--- config.mk ---
export PLATFORM = sky130hd
export DESIGN_NAME = perm_check
export DESIGN_NICKNAME = d
export VERILOG_FILES = /design/src/rtl/perm_pkg.sv /design/src/rtl/perm_rights_decode.sv /design/src/rtl/perm_pid_match.sv /design/src/rtl/perm_fault_resolve.sv /design/src/rtl/perm_check.sv
export SDC_FILE = /design/constraint.sdc
export NUM_CORES = 1
export LEC_CHECK = 0
export BUFFER_PORTS_ARGS = -buffer_cell sky130_fd_sc_hd__clkbuf_2
export CORE_ASPECT_RATIO = 0.9
export CORE_MARGIN = 2
export CORE_UTILIZATION = 37
export DETAILED_ROUTE_END_ITERATION = 6
export GPL_ROUTABILITY_DRIVEN = 0
export PLACE_DENSITY = 0.78
export SLEW_MARGIN = 10
export SYNTH_ARGS = -nofsm -noshare
export SYNTH_HDL_FRONTEND = slang
export SYNTH_SLANG_ARGS = --single-unit
--- constraint.sdc ---
create_clock -name clk -period 2.1 [get_ports clk]
set_clock_uncertainty 0.1 [all_clocks]
set_input_delay 0.21 -clock clk [delete_from_list [all_inputs] [get_ports clk]]
set_output_delay 0.21 -clock clk [all_outputs]
set_load 0.005 [all_outputs]
--- src/rtl/perm_pkg.sv ---
package perm_pkg;

    typedef enum logic [1:0] {
        ACC_NONE  = 2'd0,
        ACC_READ  = 2'd1,
        ACC_WRITE = 2'd2,
        ACC_EXEC  = 2'd3
    } acc_e;

    typedef enum logic [3:0] {
        FLT_NONE     = 4'd0,
        FLT_IMISS    = 4'd1,
        FLT_DMISS    = 4'd2,
        FLT_NA_DMISS = 4'd3,
        FLT_PID      = 4'd4,
        FLT_IPROT    = 4'd5,
        FLT_DRIGHTS  = 4'd6,
        FLT_DIRTY    = 4'd7,
        FLT_BREAK    = 4'd8,
        FLT_PAGEREF  = 4'd9
    } fault_e;

    typedef struct packed {
        logic x;
        logic w;
        logic r;
    } rights_t;

    typedef struct packed {
        rights_t rights;
        fault_e  fault;
    } result_t;

    localparam rights_t RIGHTS_ALL  = '{x: 1'b1, w: 1'b1, r: 1'b1};
    localparam rights_t RIGHTS_NONE = '{x: 1'b0, w: 1'b0, r: 1'b0};

    // Right needed by a given access kind (none needs nothing)
    function automatic rights_t need_of(acc_e a);
        rights_t n;
        n = RIGHTS_NONE;
        case (a)
            ACC_READ:  n.r = 1'b1;
            ACC_WRITE: n.w = 1'b1;
            ACC_EXEC:  n.x = 1'b1;
            default:   n = RIGHTS_NONE;
        endcase
        return n;
    endfunction

endpackage

--- src/rtl/perm_rights_decode.sv ---
module perm_rights_decode
    import perm_pkg::*;
(
    input  logic [1:0] priv,
    input  logic [1:0] pl1,
    input  logic [1:0] pl2,
    input  logic [2:0] rtype,
    output rights_t    rights
);
    logic can_r, can_w, can_x;

    always_comb begin
        can_r = (priv <= pl1);
        can_w = (priv <= pl2);
        can_x = (pl2 <= priv) && (priv <= pl1);
        rights = RIGHTS_NONE;
        case (rtype)
            3'd0: rights.r = can_r;
            3'd1: begin rights.r = can_r; rights.w = can_w; end
            3'd2: begin rights.r = can_r; rights.x = can_x; end
            3'd3: begin rights.r = can_r; rights.w = can_w; rights.x = can_x; end
            default: rights.x = can_x;
        endcase
    end
endmodule

--- src/rtl/perm_pid_match.sv ---
module perm_pid_match #(
    parameter int AID_W   = 18,
    parameter int NUM_PID = 4,
    localparam int PID_W  = AID_W + 1
) (
    input  logic                     pid_en,
    input  logic [AID_W-1:0]         aid,
    input  logic [NUM_PID*PID_W-1:0] pid_regs,
    output logic                     match
);
    logic [NUM_PID-1:0] eq;
    logic [PID_W-1:0]   key;

    assign key = {aid, 1'b1};

    for (genvar i = 0; i < NUM_PID; i++) begin : g_cmp
        assign eq[i] = (pid_regs[i*PID_W +: PID_W] == key);
    end

    assign match = pid_en && (aid != '0) && (eq != '0);
endmodule

--- src/rtl/perm_fault_resolve.sv ---
module perm_fault_resolve
    import perm_pkg::*;
(
    input  logic    phys_mode,
    input  logic    hit,
    input  logic    lpa_op,
    input  acc_e    acc,
    input  rights_t base,
    input  logic    pid_hit,
    input  logic    ent_b,
    input  logic    ent_d,
    input  logic    ent_t,
    output result_t res
);
    rights_t rts;
    fault_e  flt;

    always_comb begin
        rts = base;
        flt = FLT_NONE;
        if (phys_mode) begin
            rts = RIGHTS_ALL;
        end else if (!hit) begin
            rts = RIGHTS_NONE;
            if (lpa_op)                flt = FLT_NA_DMISS;
            else if (acc == ACC_EXEC)  flt = FLT_IMISS;
            else                       flt = FLT_DMISS;
        end else begin
            if (pid_hit) rts.w = 1'b0;
            if (pid_hit && acc == ACC_WRITE) begin
                flt = FLT_PID;
            end else if (acc == ACC_NONE) begin
                flt = FLT_NONE;
            end else if ((rts & need_of(acc)) == RIGHTS_NONE) begin
                flt = (acc == ACC_EXEC) ? FLT_IPROT : FLT_DRIGHTS;
            end else begin
                // later steps override earlier ones: T outranks B outranks D
                if (!ent_d) begin
                    if (acc == ACC_WRITE) flt = FLT_DIRTY;
                    rts.w = 1'b0;
                end
                if (ent_b) begin
                    if (acc == ACC_WRITE) flt = FLT_BREAK;
                    rts.w = 1'b0;
                end
                if (ent_t) begin
                    if (acc != ACC_EXEC) flt = FLT_PAGEREF;
                    rts.r = 1'b0;
                    rts.w = 1'b0;
                end
            end
        end
        res.rights = rts;
        res.fault  = flt;
    end
endmodule

--- src/rtl/perm_check.sv ---
module perm_check
    import perm_pkg::*;
#(
    parameter int AID_W   = 18,
    parameter int NUM_PID = 4,
    parameter bit REG_OUT = 1'b1,
    localparam int PID_W  = AID_W + 1
) (
    input  logic                     clk,
    input  logic                     rst,
    input  logic                     phys_mode,
    input  logic                     hit,
    input  logic                     lpa_op,
    input  logic [1:0]               priv,
    input  logic [1:0]               acc,
    input  logic                     pid_en,
    input  logic [NUM_PID*PID_W-1:0] pid_regs,
    input  logic [1:0]               ent_pl1,
    input  logic [1:0]               ent_pl2,
    input  logic [2:0]               ent_type,
    input  logic [AID_W-1:0]         ent_aid,
    input  logic                     ent_b,
    input  logic                     ent_d,
    input  logic                     ent_t,
    output logic [2:0]               rights_o,
    output logic [3:0]               fault_o
);
    rights_t base;
    logic    pid_hit;
    result_t res;

    perm_rights_decode u_dec (
        .priv   (priv),
        .pl1    (ent_pl1),
        .pl2    (ent_pl2),
        .rtype  (ent_type),
        .rights (base)
    );

    perm_pid_match #(.AID_W(AID_W), .NUM_PID(NUM_PID)) u_pid (
        .pid_en   (pid_en),
        .aid      (ent_aid),
        .pid_regs (pid_regs),
        .match    (pid_hit)
    );

    perm_fault_resolve u_res (
        .phys_mode (phys_mode),
        .hit       (hit),
        .lpa_op    (lpa_op),
        .acc       (acc_e'(acc)),
        .base      (base),
        .pid_hit   (pid_hit),
        .ent_b     (ent_b),
        .ent_d     (ent_d),
        .ent_t     (ent_t),
        .res       (res)
    );

    if (REG_OUT) begin : g_reg
        result_t q;
        always_ff @(posedge clk) begin
            if (rst) q <= '0;
            else     q <= res;
        end
        assign rights_o = q.rights;
        assign fault_o  = q.fault;


        reg_follow_chk: assert property (@(posedge clk) disable iff (rst)
            1'b1 |=> (rights_o == $past(res.rights)) && (fault_o == $past(res.fault)));
    end else begin : g_comb
        assign rights_o = res.rights;
        assign fault_o  = res.fault;
    end


    phys_full_chk: assert property (@(posedge clk) disable iff (rst)
        phys_mode |-> (res.rights == RIGHTS_ALL) && (res.fault == FLT_NONE));


    pid_nowrite_chk: assert property (@(posedge clk) disable iff (rst)
        (!phys_mode && hit && pid_hit) |-> !res.rights.w);


    dirty_strip_chk: assert property (@(posedge clk) disable iff (rst)
        (res.fault == FLT_DIRTY || res.fault == FLT_BREAK) |-> !res.rights.w);


    pageref_xonly_chk: assert property (@(posedge clk) disable iff (rst)
        (res.fault == FLT_PAGEREF) |-> (!res.rights.r && !res.rights.w));


    miss_empty_chk: assert property (@(posedge clk) disable iff (rst)
        (!phys_mode && !hit) |-> (res.rights == RIGHTS_NONE) && (res.fault != FLT_NONE));
endmodule

==> metrics <==
Seq pwr share=17.4%; DR DRC count=0; vias=2126; Lkg Pwr=1.087 nW; crit-path max FO=4; Die X=73.89 um; clk sinks=7; Crit. End Element=flop; initial antenna violation count=0; post-synth top area share=33.38%; Clock power frac=22.4%; Pwr Total=822.0 uW; number of global-route vias before repair=1991; Rows=22; Synth Register Bits=7; pwr dens=332.6 nW/um^2; fin nets=468; Yosys Warn Count=0; Async SR Flop Fraction=0%; diode count=0; Post-Synth XOR/XNOR Area=38.77%; Fillers=393; Hold Crit Class=primary input to flop; status=completed; Final setup viols=0; largest net degree at the start of global routing=10; top_reg_cell synth=dfxtp_1; Post-Syn Instances=223; CP arrival=2040 ps; WL/cell=14.54 um; Top delay family on crit path=compound AO/OA/AOI/OAI gates; main combinational cell family by area after synthesis=XOR/XNOR gates; Max VDD drop=0.0002083 V; top cell type by total area after synthesis=xnor2_1; Post-CTS Hold Fix Bufs=0; Bufs and invs on worst path=2; CP max-delay cell=a311o_1; drt first pass iters=4; Clock transition at path regs=40 ps; post-route setup TNS=0 ps; Least-Margin Pin Slew=355.7 ps; grt ovf=0; Min Clock Period, post-route=2005 ps; Synth Cell Area=1627 sq um; post-route ant nets=0; Placed Cells=404; PortBufs=120; syn nets=341; P_int=526.2 uW; Post-Synth Simple-Gate Area=30.31%; Core Footprint=4156 sq um; Slew HR=76.10%; FMAX=498.8 MHz; max-cap violation count=0; Initial Util=39.13%; WL final=5948 um; global-route wire length before repair=9039 um; H-Tree Depth=1; clk buf depth=2; most numerous cell in the Yosys netlist=xnor2_1; Post-DP HPWL=5233 um; post-synthesis cell type count=39; CTS buffer count=3; largest cells by area after synthesis=xnor2_1 33%, nand4_1 11%, dfxtp_1 8.6%, xor2_1 5.4%, nor2_1 4.6%; Psw=295.8 uW; share of layout cells above drive strength 1=44.99%; CTS tree=done; Comb pwr share=60.2%; Die Span Y=66.90 um; multiplexer area fraction after synthesis=0%; kind of critical path=primary input to flop; area added between synthesis and finish=51.92%; CP peak stage delay=340 ps; Clock Tree Root=clkbuf_8; die area=4943 sq um; area share of fa/ha/maj cells after synthesis=3.077%; WP data required=2140 ps; Multi-input gate area=1411 sq um; Top Ports=121; Iter 0 DRT Violations=152; Hold Vio Cnt, Final=0; critical path cell sequence=clkbuf_2 > inv_1 > ha_1 > nand2b_1 > a21oi_1 > nor4b_1 > o21a_1 > a311o_1 > and2_4 > a311oi_2; Commonest cells post-synth=62 x xnor2_1, 28 x nand4_1, 20 x nor2_1; Final Non-Filler Cells=409; CP startpoint kind=primary input; Slew Viols, Final=0; Post-synth EDFFs=0; switch share=35.98%; DR vias/cell=5.198; Total GRT Usage=23.80%; Syn Area/Cell=7.294 sq um; post-synthesis compound-gate area fraction=11.54%; sequential area share after synthesis=8.615%; Register Area=140.1 sq um; crit share post-route=95.47%
-- final cells by class --
class | count | area share [%]
tap | 60 | 3.038
timing repair buffer | 143 | 31.29
inverter | 7 | 1.063
multi-input combinational | 188 | 57.11
sequential | 7 | 5.671
clock buffer | 4 | 1.823
-- placed cells by master, fill, tap and decap left out, types with 6 or more instances in the layout --
cell	count
nor4_1	7
inv_1	7
a21oi_1	6
buf_4	23
xnor2_1	59
xor2_1	10
dfxtp_1	7
nor3_1	8
nor2_1	20
clkbuf_2	120
nand4_1	28
-- sequential cells by signal, indices dropped and copies added (netlist names) --
| register | cells |
|---|---|
| fault_o | 4 |
| rights_o | 3 |
-- power by group through the flow --
stage | Sequential (mW) | Clock, mW | Combinational [mW]
global route | 0.143 | 0.198 | 0.538
finish | 0.143 | 0.184 | 0.495
floorplan | 0.146 | 0 | 0.267
CTS | 0.143 | 0.192 | 0.478
global placement | 0.145 | 0 | 0.465
detailed placement | 0.145 | 0 | 0.477
-- worst paths after layout --
kind / start / cells after the start / endpoint / slack (ps)
min: rst / 2 / rights_o[1]$_SDFF_PP0_ / 110
max: priv[0] / 10 / rights_o[0]$_SDFF_PP0_ / 100
-- routing by layer --
layer  track usage, %  part of all wire [%]
met5                0                     0
met4            3.182                  0.27
met3            2.723                    11
met2            41.63                    47
met1            31.79                    41
-- per-stage QoR --
stage / setup WS, ps / instance area [sq um] / util (%) / hold WS, ps
after global routing: -2.701 / 2471 / 59.45 / 125.1
after detailed placement: -200.5 / 2369 / 56.98 / 328.3
after CTS: 26.93 / 2414 / 58.07 / 92.44
final: 95.05 / 2471 / 59.45 / 113.8
after global placement: -84.45 / 2369 / 56.98 / 324.1
after floorplan: 0.8176 / 1627 / - / 182.1
-- timing repair --
action	in CTS	in global routing
setup buffers	0	1
setup endpoints to repair	0	3
gates resized for setup	0	8
-- cells by family after synthesis --
logic type	after synthesis
adders and majority gates	4
and+or+nand+nor	87
AOI/OAI and AO/OA	25
buffers and inverters	28
DFF	7
xor gates and xnor gates	72
Power figures use the tool's default switching activity.
